==> src/rtl/fpwm_pkg.sv <==
`timescale 1ns/1ps
package fpwm_pkg;

  typedef enum logic [1:0] {
    OUT_DETACH   = 2'b00,
    OUT_ALT      = 2'b01,
    OUT_CLR_HIT  = 2'b10,
    OUT_SET_HIT  = 2'b11
  } out_mode_e;

  localparam int NUM_TAPS = 5;

  // log2 of the divide ratio selected by clock-select codes 1..5
  function automatic int tap_shift(input int idx);
    case (idx)
      0:       return 0;
      1:       return 3;
      2:       return 6;
      3:       return 8;
      default: return 10;
    endcase
  endfunction

  localparam int DIV_BITS = tap_shift(NUM_TAPS - 1);

endpackage

==> src/rtl/fpwm_prescale.sv <==
`timescale 1ns/1ps
module fpwm_prescale
  import fpwm_pkg::*;
#(
  parameter int DIV_W = DIV_BITS
) (
  input  logic       clk,
  input  logic       rst,
  input  logic [2:0] sel,
  output logic       tick
);

  logic [DIV_W-1:0]    div_q;
  logic [NUM_TAPS-1:0] hit;

  always_ff @(posedge clk) begin
    if (rst) div_q <= '0;
    else     div_q <= div_q + 1'b1;
  end

  for (genvar gi = 0; gi < NUM_TAPS; gi++) begin : g_tap
    localparam int SH = tap_shift(gi);
    if (SH == 0) begin : g_pass
      assign hit[gi] = 1'b1;
    end else begin : g_div
      assign hit[gi] = &div_q[SH-1:0];
    end
  end

  always_comb begin
    case (sel)
      3'd1:    tick = hit[0];
      3'd2:    tick = hit[1];
      3'd3:    tick = hit[2];
      3'd4:    tick = hit[3];
      3'd5:    tick = hit[4];
      default: tick = 1'b0;
    endcase
  end

  // a divided tap is a single-cycle enable
  p_tick_single_r1: assert property (@(posedge clk) disable iff (rst)
    (tick && sel != 3'd1) |=> (!tick || sel == 3'd1));

endmodule

==> src/rtl/fpwm_counter.sv <==
`timescale 1ns/1ps
module fpwm_counter #(
  parameter int W = 8
) (
  input  logic         clk,
  input  logic         rst,
  input  logic         tick,
  input  logic         top_sel,
  input  logic [W-1:0] cmp_a_in,
  input  logic [W-1:0] cmp_b_in,
  output logic [W-1:0] count,
  output logic [W-1:0] ocr_a,
  output logic [W-1:0] ocr_b,
  output logic         wrap
);

  logic [W-1:0] top;

  always_comb begin
    top  = top_sel ? ocr_a : {W{1'b1}};
    wrap = tick && (count >= top);
  end

  always_ff @(posedge clk) begin
    if (rst) begin
      count <= '0;
      ocr_a <= cmp_a_in;
      ocr_b <= cmp_b_in;
    end else if (tick) begin
      if (wrap) begin
        count <= '0;
        ocr_a <= cmp_a_in;
        ocr_b <= cmp_b_in;
      end else begin
        count <= count + 1'b1;
      end
    end
  end

  // no tick, no movement
  p_hold_no_tick_r2: assert property (@(posedge clk) disable iff (rst)
    !tick |=> $stable(count));

  // a tick below the ceiling steps by one
  p_step_r3: assert property (@(posedge clk) disable iff (rst)
    (tick && !wrap) |=> count == $past(count) + 1'b1);

  // shadow registers only change at the return to zero
  p_buffer_at_wrap_r5: assert property (@(posedge clk) disable iff (rst)
    !wrap |=> ($stable(ocr_a) && $stable(ocr_b)));

endmodule

==> src/rtl/fpwm_channel.sv <==
`timescale 1ns/1ps
module fpwm_channel
  import fpwm_pkg::*;
#(
  parameter int W         = 8,
  parameter bit IS_CHAN_A = 1'b0
) (
  input  logic         clk,
  input  logic         rst,
  input  logic         tick,
  input  logic         bottom,
  input  logic         top_sel,
  input  logic [W-1:0] count,
  input  logic [W-1:0] ocr,
  input  logic [1:0]   mode,
  input  logic         gpio,
  output logic         pin
);

  out_mode_e m;
  logic      hit;
  logic      detached;

  always_comb begin
    m        = out_mode_e'(mode);
    hit      = tick && (count == ocr);
    detached = (m == OUT_DETACH) ||
               ((m == OUT_ALT) && !(IS_CHAN_A && top_sel));
  end

  always_ff @(posedge clk) begin
    if (rst) begin
      pin <= 1'b0;
    end else if (detached) begin
      pin <= gpio;
    end else begin
      case (m)
        OUT_ALT:     if (hit) pin <= ~pin;
        OUT_CLR_HIT: if (bottom) pin <= 1'b1; else if (hit) pin <= 1'b0;
        OUT_SET_HIT: if (bottom) pin <= 1'b0; else if (hit) pin <= 1'b1;
        default:     pin <= pin;
      endcase
    end
  end

  // non-inverting pin goes high at the return to zero
  p_noninv_bottom_r6: assert property (@(posedge clk) disable iff (rst)
    (bottom && m == OUT_CLR_HIT) |=> pin);

  // inverting pin goes low at the return to zero
  p_inv_bottom_r7: assert property (@(posedge clk) disable iff (rst)
    (bottom && m == OUT_SET_HIT) |=> !pin);

  // detached pin follows the port value one clock later
  p_detached_follow_r8: assert property (@(posedge clk) disable iff (rst)
    detached |=> pin == $past(gpio));

  // toggle mode flips on every match
  p_toggle_r9: assert property (@(posedge clk) disable iff (rst)
    (hit && m == OUT_ALT && IS_CHAN_A && top_sel) |=> pin != $past(pin));

endmodule

==> src/rtl/fpwm_timer.sv <==
`timescale 1ns/1ps
module fpwm_timer
  import fpwm_pkg::*;
#(
  parameter int W = 8
) (
  input  logic         clk,
  input  logic         rst,
  input  logic [2:0]   clk_sel,
  input  logic         top_from_a,
  input  logic [1:0]   out_mode_a,
  input  logic [1:0]   out_mode_b,
  input  logic [W-1:0] cmp_a,
  input  logic [W-1:0] cmp_b,
  input  logic         port_a,
  input  logic         port_b,
  output logic         pwm_a,
  output logic         pwm_b,
  output logic [W-1:0] count
);

  logic         tick;
  logic         wrap;
  logic [W-1:0] ocr_a_q;
  logic [W-1:0] ocr_b_q;

  fpwm_prescale #(.DIV_W(DIV_BITS)) u_pre (
    .clk  (clk),
    .rst  (rst),
    .sel  (clk_sel),
    .tick (tick)
  );

  fpwm_counter #(.W(W)) u_cnt (
    .clk      (clk),
    .rst      (rst),
    .tick     (tick),
    .top_sel  (top_from_a),
    .cmp_a_in (cmp_a),
    .cmp_b_in (cmp_b),
    .count    (count),
    .ocr_a    (ocr_a_q),
    .ocr_b    (ocr_b_q),
    .wrap     (wrap)
  );

  fpwm_channel #(.W(W), .IS_CHAN_A(1'b1)) u_ch_a (
    .clk     (clk),
    .rst     (rst),
    .tick    (tick),
    .bottom  (wrap),
    .top_sel (top_from_a),
    .count   (count),
    .ocr     (ocr_a_q),
    .mode    (out_mode_a),
    .gpio    (port_a),
    .pin     (pwm_a)
  );

  fpwm_channel #(.W(W), .IS_CHAN_A(1'b0)) u_ch_b (
    .clk     (clk),
    .rst     (rst),
    .tick    (tick),
    .bottom  (wrap),
    .top_sel (top_from_a),
    .count   (count),
    .ocr     (ocr_b_q),
    .mode    (out_mode_b),
    .gpio    (port_b),
    .pin     (pwm_b)
  );

  // reset leaves the count and pins at zero
  p_reset_clear_r10: assert property (@(posedge clk)
    rst |=> (count == '0 && !pwm_a && !pwm_b));

endmodule

==> config.mk <==
export PLATFORM = sky130hd
export DESIGN_NAME = fpwm_timer
export DESIGN_NICKNAME = d
export VERILOG_FILES = /design/src/rtl/fpwm_pkg.sv /design/src/rtl/fpwm_prescale.sv /design/src/rtl/fpwm_counter.sv /design/src/rtl/fpwm_channel.sv /design/src/rtl/fpwm_timer.sv
export SDC_FILE = /design/constraint.sdc
export NUM_CORES = 1
export LEC_CHECK = 0
export ABC_AREA = 0
export BUFFER_PORTS_ARGS = -buffer_cell sky130_fd_sc_hd__buf_2
export CORE_ASPECT_RATIO = 1.25
export CORE_MARGIN = 2
export CORE_UTILIZATION = 40
export CTS_CLUSTER_DIAMETER = 50
export DETAILED_ROUTE_END_ITERATION = 6
export RECOVER_POWER = 50
export SLEW_MARGIN = 40
export SYNTH_ARGS = -nofsm -noshare
export SYNTH_HDL_FRONTEND = slang
export SYNTH_SLANG_ARGS = --single-unit
==> constraint.sdc <==
create_clock -name clk -period 6.27 [get_ports clk]
set_clock_uncertainty 0.05 [all_clocks]
set_input_delay 0 -clock clk [delete_from_list [all_inputs] [get_ports clk]]
set_output_delay 0 -clock clk [all_outputs]
set_load 0.005 [all_outputs]
Word-level counts from Yosys, hierarchy flattened
Index checks and enable logic that the tools add are counted.
{"block": "totals", "ff_bits": 36, "out_inout_bits": 10, "wordCells": 73, "input_bits": 28}
{"block": "classes", "reduce_logical": 20, "bitwise_logic": 2, "mux": 23, "magnitude_cmp": 1, "addsub": 2, "n_eq_ne": 19}
{"operator": "two-way mux 8 bit", "count": 8}
{"operator": "equality test 8 bit", "count": 2}
{"operator": "two-way mux 1 bit", "count": 12}
{"operator": "adder 10 x 1 -> 10 bit, second input constant", "count": 1}
{"operator": "AND reduction 10 bit", "count": 1}
{"operator": "adder 8 x 1 -> 8 bit, second input constant", "count": 1}
{"operator": "equality test 2 bit, second input constant", "count": 4}
{"operator": ">= comparator 8 bit", "count": 1}
{"operator": "!= test 4 x 1 -> 1 bit, second input constant", "count": 2}
{"operator": "!= test 4 x 2 -> 1 bit, second input constant", "count": 2}
{"operator": "AND reduction 4 bit", "count": 2}
{"operator": "AND reduction 8 bit", "count": 1}
{"operator": "nonzero test 4 bit", "count": 2}
{"operator": "equality test 3 x 2 -> 1 bit, second input constant", "count": 2}
{"operator": "equality test 3 bit, second input constant", "count": 2}
{"operator": "!= test 3 x 1 -> 1 bit, second input constant", "count": 2}
{"operator": "one-hot mux 1 bit (3 select lines)", "count": 2}
{"operator": "AND reduction 6 bit", "count": 1}
{"operator": "one-hot mux 1 bit (5 select lines)", "count": 1}
{"operator": "equality test 2 x 1 -> 1 bit, second input constant", "count": 2}
{"operator": "logical AND 1 bit", "count": 4}
{"operator": "logical NOT 2 bit", "count": 2}
{"operator": "nonzero test 2 bit", "count": 2}
{"operator": "equality test 3 x 1 -> 1 bit, second input constant", "count": 1}
{"operator": "other kinds (5)", "count": 7}

Logic depth before layout (Yosys ltp)
{"block": "depth", "word_depth": 7, "mapped_depth": 10, "mapped_depth_nobuf": 8}

By module
From an unflattened synthesis, not the netlist that was laid out.
{"block": "hier_totals", "cells_unflattened": 192, "hier_area_um2": 2050.7}
{"module": "fpwm_counter", "instances": 1, "cells_each": 94, "seq_area_each_um2": 640.6, "area_each_um2": 1182.4}
{"module": "fpwm_prescale", "instances": 1, "cells_each": 53, "seq_area_each_um2": 200.2, "area_each_um2": 495.5}
{"module": "fpwm_channel at u_ch_b", "instances": 1, "cells_each": 21, "seq_area_each_um2": 20.0, "area_each_um2": 190.2}
{"module": "fpwm_channel at u_ch_a", "instances": 1, "cells_each": 24, "seq_area_each_um2": 20.0, "area_each_um2": 182.7}

Least setup slack after synthesis
OpenSTA, ideal clock, no wires.
{"block": "synth_path", "path_kind": "reg-to-reg", "start": "register u_cnt.count[0]", "end": "register u_cnt.ocr_a[0], enable pin", "path_slack_ns": 3.730, "stages_incl_launch_ff": 10, "setup_time_ns": 0.290, "arrival_time_ns": 2.200, "n_path_buf": 2, "synth_period_minus_slack_ns": 2.540, "t_required_ns": 5.930, "cell_sequence": "dfxtp_1 clkbuf_1 inv_1 ha_1 nand2b_1 a2111o_1 a31oi_1 nor2_1 or2_1 buf_2"}
{"block": "synth_between", "elab_chain_cells": 4}
{"element": "from (decl)", "line_no": "fpwm_counter.sv:11", "text": "output logic [W-1:0] count,"}
{"element": "from (signal assigned)", "line_no": "fpwm_counter.sv:35", "text": "count <= count + 1'b1;"}
{"element": ">= comparator 8 bit", "line_no": "fpwm_counter.sv:21", "text": "wrap = tick && (count >= top);"}
{"element": "logical AND 1 bit", "line_no": "fpwm_counter.sv:21"}
{"element": "nonzero test 2 bit (no source line)"}
{"element": "AND reduction 2 bit (no source line)"}
{"element": "to (signal assigned)", "line_no": "fpwm_counter.sv:27", "text": "ocr_a <= cmp_a_in;"}
{"element": "to (signal assigned)", "line_no": "fpwm_counter.sv:32", "text": "ocr_a <= cmp_a_in;"}
{"element": "to (decl)", "line_no": "fpwm_counter.sv:12", "text": "output logic [W-1:0] ocr_a,"}
No other way between the ends.
A chain may end at the register's enable or synchronous reset.

Final worst setup path
{"block": "layout_path", "start": "register u_cnt.count[0]", "end": "register u_ch_a.pin"}
{"block": "layout_between", "elab_chain_cells": 5, "word_cells_on_any_way": 12, "classes_between": "1 x order compare; 4 x eq/ne; 4 x mux; 3 x reduce/logical"}
{"element": ">= comparator 8 bit", "line_no": "fpwm_counter.sv:21"}
{"element": "logical AND 1 bit", "line_no": "fpwm_counter.sv:21"}
{"element": "two-way mux 1 bit, on equally long branches", "line_no": "fpwm_channel.sv:40, fpwm_channel.sv:39"}
{"element": "one-hot mux 1 bit (3 select lines)", "line_no": "fpwm_channel.sv:37", "text": "case (m)"}
{"element": "two-way mux 1 bit", "line_no": "fpwm_channel.sv:34", "text": "end else if (detached) begin"}
{"element": "to (signal assigned)", "line_no": "fpwm_channel.sv:35", "text": "pin <= gpio;"}
{"element": "to (signal assigned)", "line_no": "fpwm_channel.sv:38", "text": "OUT_ALT: if (hit) pin <= ~pin;"}
{"element": "to (signal assigned)", "line_no": "fpwm_channel.sv:41", "text": "default: pin <= pin;"}
{"element": "to (decl)", "line_no": "fpwm_channel.sv:17", "text": "output logic pin"}
Several ways; a longest one is shown, not always the timed one.

==> run_results.csv <==
group,metric,value,unit
sta,fin_crit_sh,44.80,%
final_layout,multiInputGateArea,928.4,um^2
worst_setup_path,cpPeakStageDelay,0.55,ns
die,die_area,5233,um^2
final_layout,nFillCells,431,
synth,synth_area_leader_cell,"edfxtp_1",
detailed_routing,drc,0,
synth,synthCells,182,
power,power_switching,114.0,uW
cts,cts_buffers,5,
cts,path_clk_slew,0.08,ns
detailed_routing,drt_iter0_drc,44,
synth,ys_ff_latch,36,
cts,clock_latency,0.29,ns
cts,cts_tree,"built",
detailed_routing,dr.pass1.iters,4,
synth,seq_area_frac_synth,47.18,%
sta,rsz0062_at_grt,"false",
synth,syn_area,1867,um^2
run,cap_violations,0,
power,seq_power_share,44.2,%
synth,synth_cell_type_count,37,
cts,post_cts_buffers,0,
min_path,hold_path_class,"input pin to flop",
die,die-width,65.11,um
synth,syn_avg_cell_area,10.26,um^2
place,gp_congestion,0.7748,
detailed_routing,wl_per_cell,12.43,um
power,p_clk_share,47.0,%
cts,htree_num_levels,2,
sta,period_minus_slack,2.809,ns
cts,clockRootBuffer,"clkbuf_8",
worst_setup_path,crit_path_start_kind,"flop",
final_layout,layout-drive-gt1-share,19.17,%
sta,slew_headroom,56.45,%
sta,timing.fmax,356.0,MHz
detailed_routing,vias_per_cell,4.758,
die,top_level_ports,38,
cts,clk_path_buf_depth,2,
synth,syn_nets,221,
place,placedCellCount,269,
place,dp_hpwl,2.667,mm
grt,grt.overflow.total,0,
power,pwr-share-comb,8.9,%
detailed_routing,vias,1418,
grt,grt_pass1_vias,1380,
power,p_sw_share,18.95,%
die,die_h,80.38,um
synth,netlist.area_leader.share,25.74,%
final_layout,layout.nets,278,
die,core,4459,um^2
synth,synthFlopType,"dfxtp_1",
power,p_int,487.7,uW
final_layout,area_growth,31.30,%
sta,setup_violations,0,
cts,ctsHoldBuffers,21,
sta,maxSlewViolCount,0,
synth,async_flop_share,0,%
grt,grt_max_degree,25,
cts,post_cts_resized,0,
detailed_routing,wl,3.703,mm
outcome,outcome,"completed",
worst_setup_path,crit_chain,"inv_1 > ha_1 > nand2b_1 > a2111o_1 > a31oi_1 > nor2_1 > a31o_2 > a21oi_1 > dlygate4sd3_1",
grt,grt_pass1_wl,6.127,mm
place,io_buffers,37,
grt,antenna_found_initial,0,
cts,clkSinkCount,36,
final_layout,final_cells,298,
die,rows,27,
grt,grtUsageTotal,15.63,%
synth,synthTopCellsByCount,"23 x xnor2_1, 20 x dfxtp_1, 19 x nor2_1",
synth,synth-edff-count,16,
worst_setup_path,cp.arrival,2.99,ns
final_layout,seqCellArea,880.8,um^2
final_layout,antenna_cells,0,
synth,yosysMostFrequentCell,"xnor2_1",
die,initial_core_util,41.86,%
sta,fin_setup_tns,0,ns
worst_setup_path,end_kind,"flop",
worst_setup_path,worstPathRequired,6.46,ns
detailed_routing,ant_nets,0,
worst_setup_path,critPathMaxFanout,8,
worst_setup_path,crit_slowest_cell,"dlygate4sd3_1",
synth,yosys_warnings,0,
synth,synth_area_leaders,"edfxtp_1 26%, dfxtp_1 21%, xnor2_1 11%, ha_1 7.4%, nor2_1 3.8%",
power,peakVddDrop,0.1264,mV
power,p_per_area,245.5,nW/um^2
sta,tightest_slew,0.6532,ns
sta,hold_viol,0,
worst_setup_path,critical_path_class,"flop to flop",
power,p_leak,0.0009600,uW
## per-layer routing
metal  vias to the layer above  track usage, %  routed length (um)
met2                        26           28.35                1869
met1                       640           17.83                1660
met4                         0           5.625                  45
met3                         5           3.501                 127
li1                        747               -                   -
met5                         -               0                   0
## metrics by stage
stage	hold WS, ns	power (uW)	utilization [%]	area (um^2)	setup slack, ns
floorplan	0.02161	297.8	-	1867	3.730
global placement	0.1277	315.0	46.86	2090	3.515
detailed placement	0.1282	315.3	46.86	2090	3.570
CTS	0.07198	609.6	55.13	2459	3.455
global route	0.08873	626.0	54.97	2451	3.222
finish	0.08046	601.7	54.97	2451	3.461
## sequential cells by signal, summed over array words and instances (netlist names)
name	flops
u_ch_a.pin	1
u_ch_b.pin	1
u_cnt.count	8
u_cnt.ocr_a	8
u_cnt.ocr_b	8
u_pre.div_q	10
## layout make-up
cell class,count,area share [%]
Sequential cell,36,35.94
Multi-Input combinational cell,133,37.88
Clock inverter,3,3.675
Tap cell,58,2.961
Clock buffer,5,2.808
Inverter,4,0.6126
Timing Repair Buffer,59,16.13
## worst max-delay path, delay by kind of cell, from the launching register on
kind	cells	cell delay, ns
buffers and inverters	2	0.67
AOI/OAI and AO/OA	4	0.99
and+or+nand+nor	2	0.26
adders and majority gates	1	0.30
DFF	1	0.49
## power by group through the flow
stage          clock network (uW)  registers [uW]  logic (uW)
6_report                      283             266        53.3
4_1_cts                       289             266        54.5
2_1_floorplan                   0             269        28.9
3_3_place_gp                    0             271        44.2
5_1_grt                       299             267        60.1
3_5_place_dp                    0             271        44.3
## path summary, 6_finish.rpt
kind,startpoint,endpoint,cells past startpoint,slack [ns]
setup / recovery,u_cnt.count[0],u_ch_a.pin,9,3.46
setup reg to reg,u_cnt.count[0],u_ch_a.pin,9,3.46
hold / removal,out_mode_b[1],u_ch_b.pin,5,0.08
hold reg to reg,u_pre.div_q[0],u_pre.div_q[0],1,0.42
## placed cells by master (no fill, tap or decap), types with 2 or more instances in the layout
cell type | synthesis | final
xnor2_1 | 23 | 23
dfxtp_1 | 20 | 20
dlygate4sd3_1 | 0 | 21
o21ai_0 | 5 | 5
buf_2 | 1 | 31
inv_1 | 4 | 4
bufinv_16 | 0 | 3
nor2b_1 | 10 | 10
clkbuf_1 | 7 | 6
nand2b_1 | 6 | 6
a21oi_1 | 7 | 7
xor2_1 | 6 | 6
nand4_1 | 6 | 6
nand2_1 | 8 | 8
clkbuf_8 | 0 | 5
mux2i_1 | 2 | 2
nor2_1 | 19 | 19
edfxtp_1 | 16 | 16
ha_1 | 11 | 11
nor3_1 | 4 | 4
nand3_1 | 8 | 8
## logic make-up (layout without fill, tap and decap cells)
| family | after synthesis | count (layout) | share of synthesized area, % |
|---|---|---|---|
| AO/OA/AOI/OAI | 21 | 21 | 7.775 |
| multiplexers | 2 | 2 | 1.072 |
| flip-flops | 36 | 36 | 47.18 |
| XOR/XNOR | 29 | 29 | 13.61 |
| adder cells (fa/ha/maj) | 11 | 11 | 7.373 |
| AND/OR/NAND/NOR | 70 | 70 | 19.91 |
| buffers and inverters | 13 | 71 | 3.083 |
No activity file was read; power rests on OpenSTA's default activity.
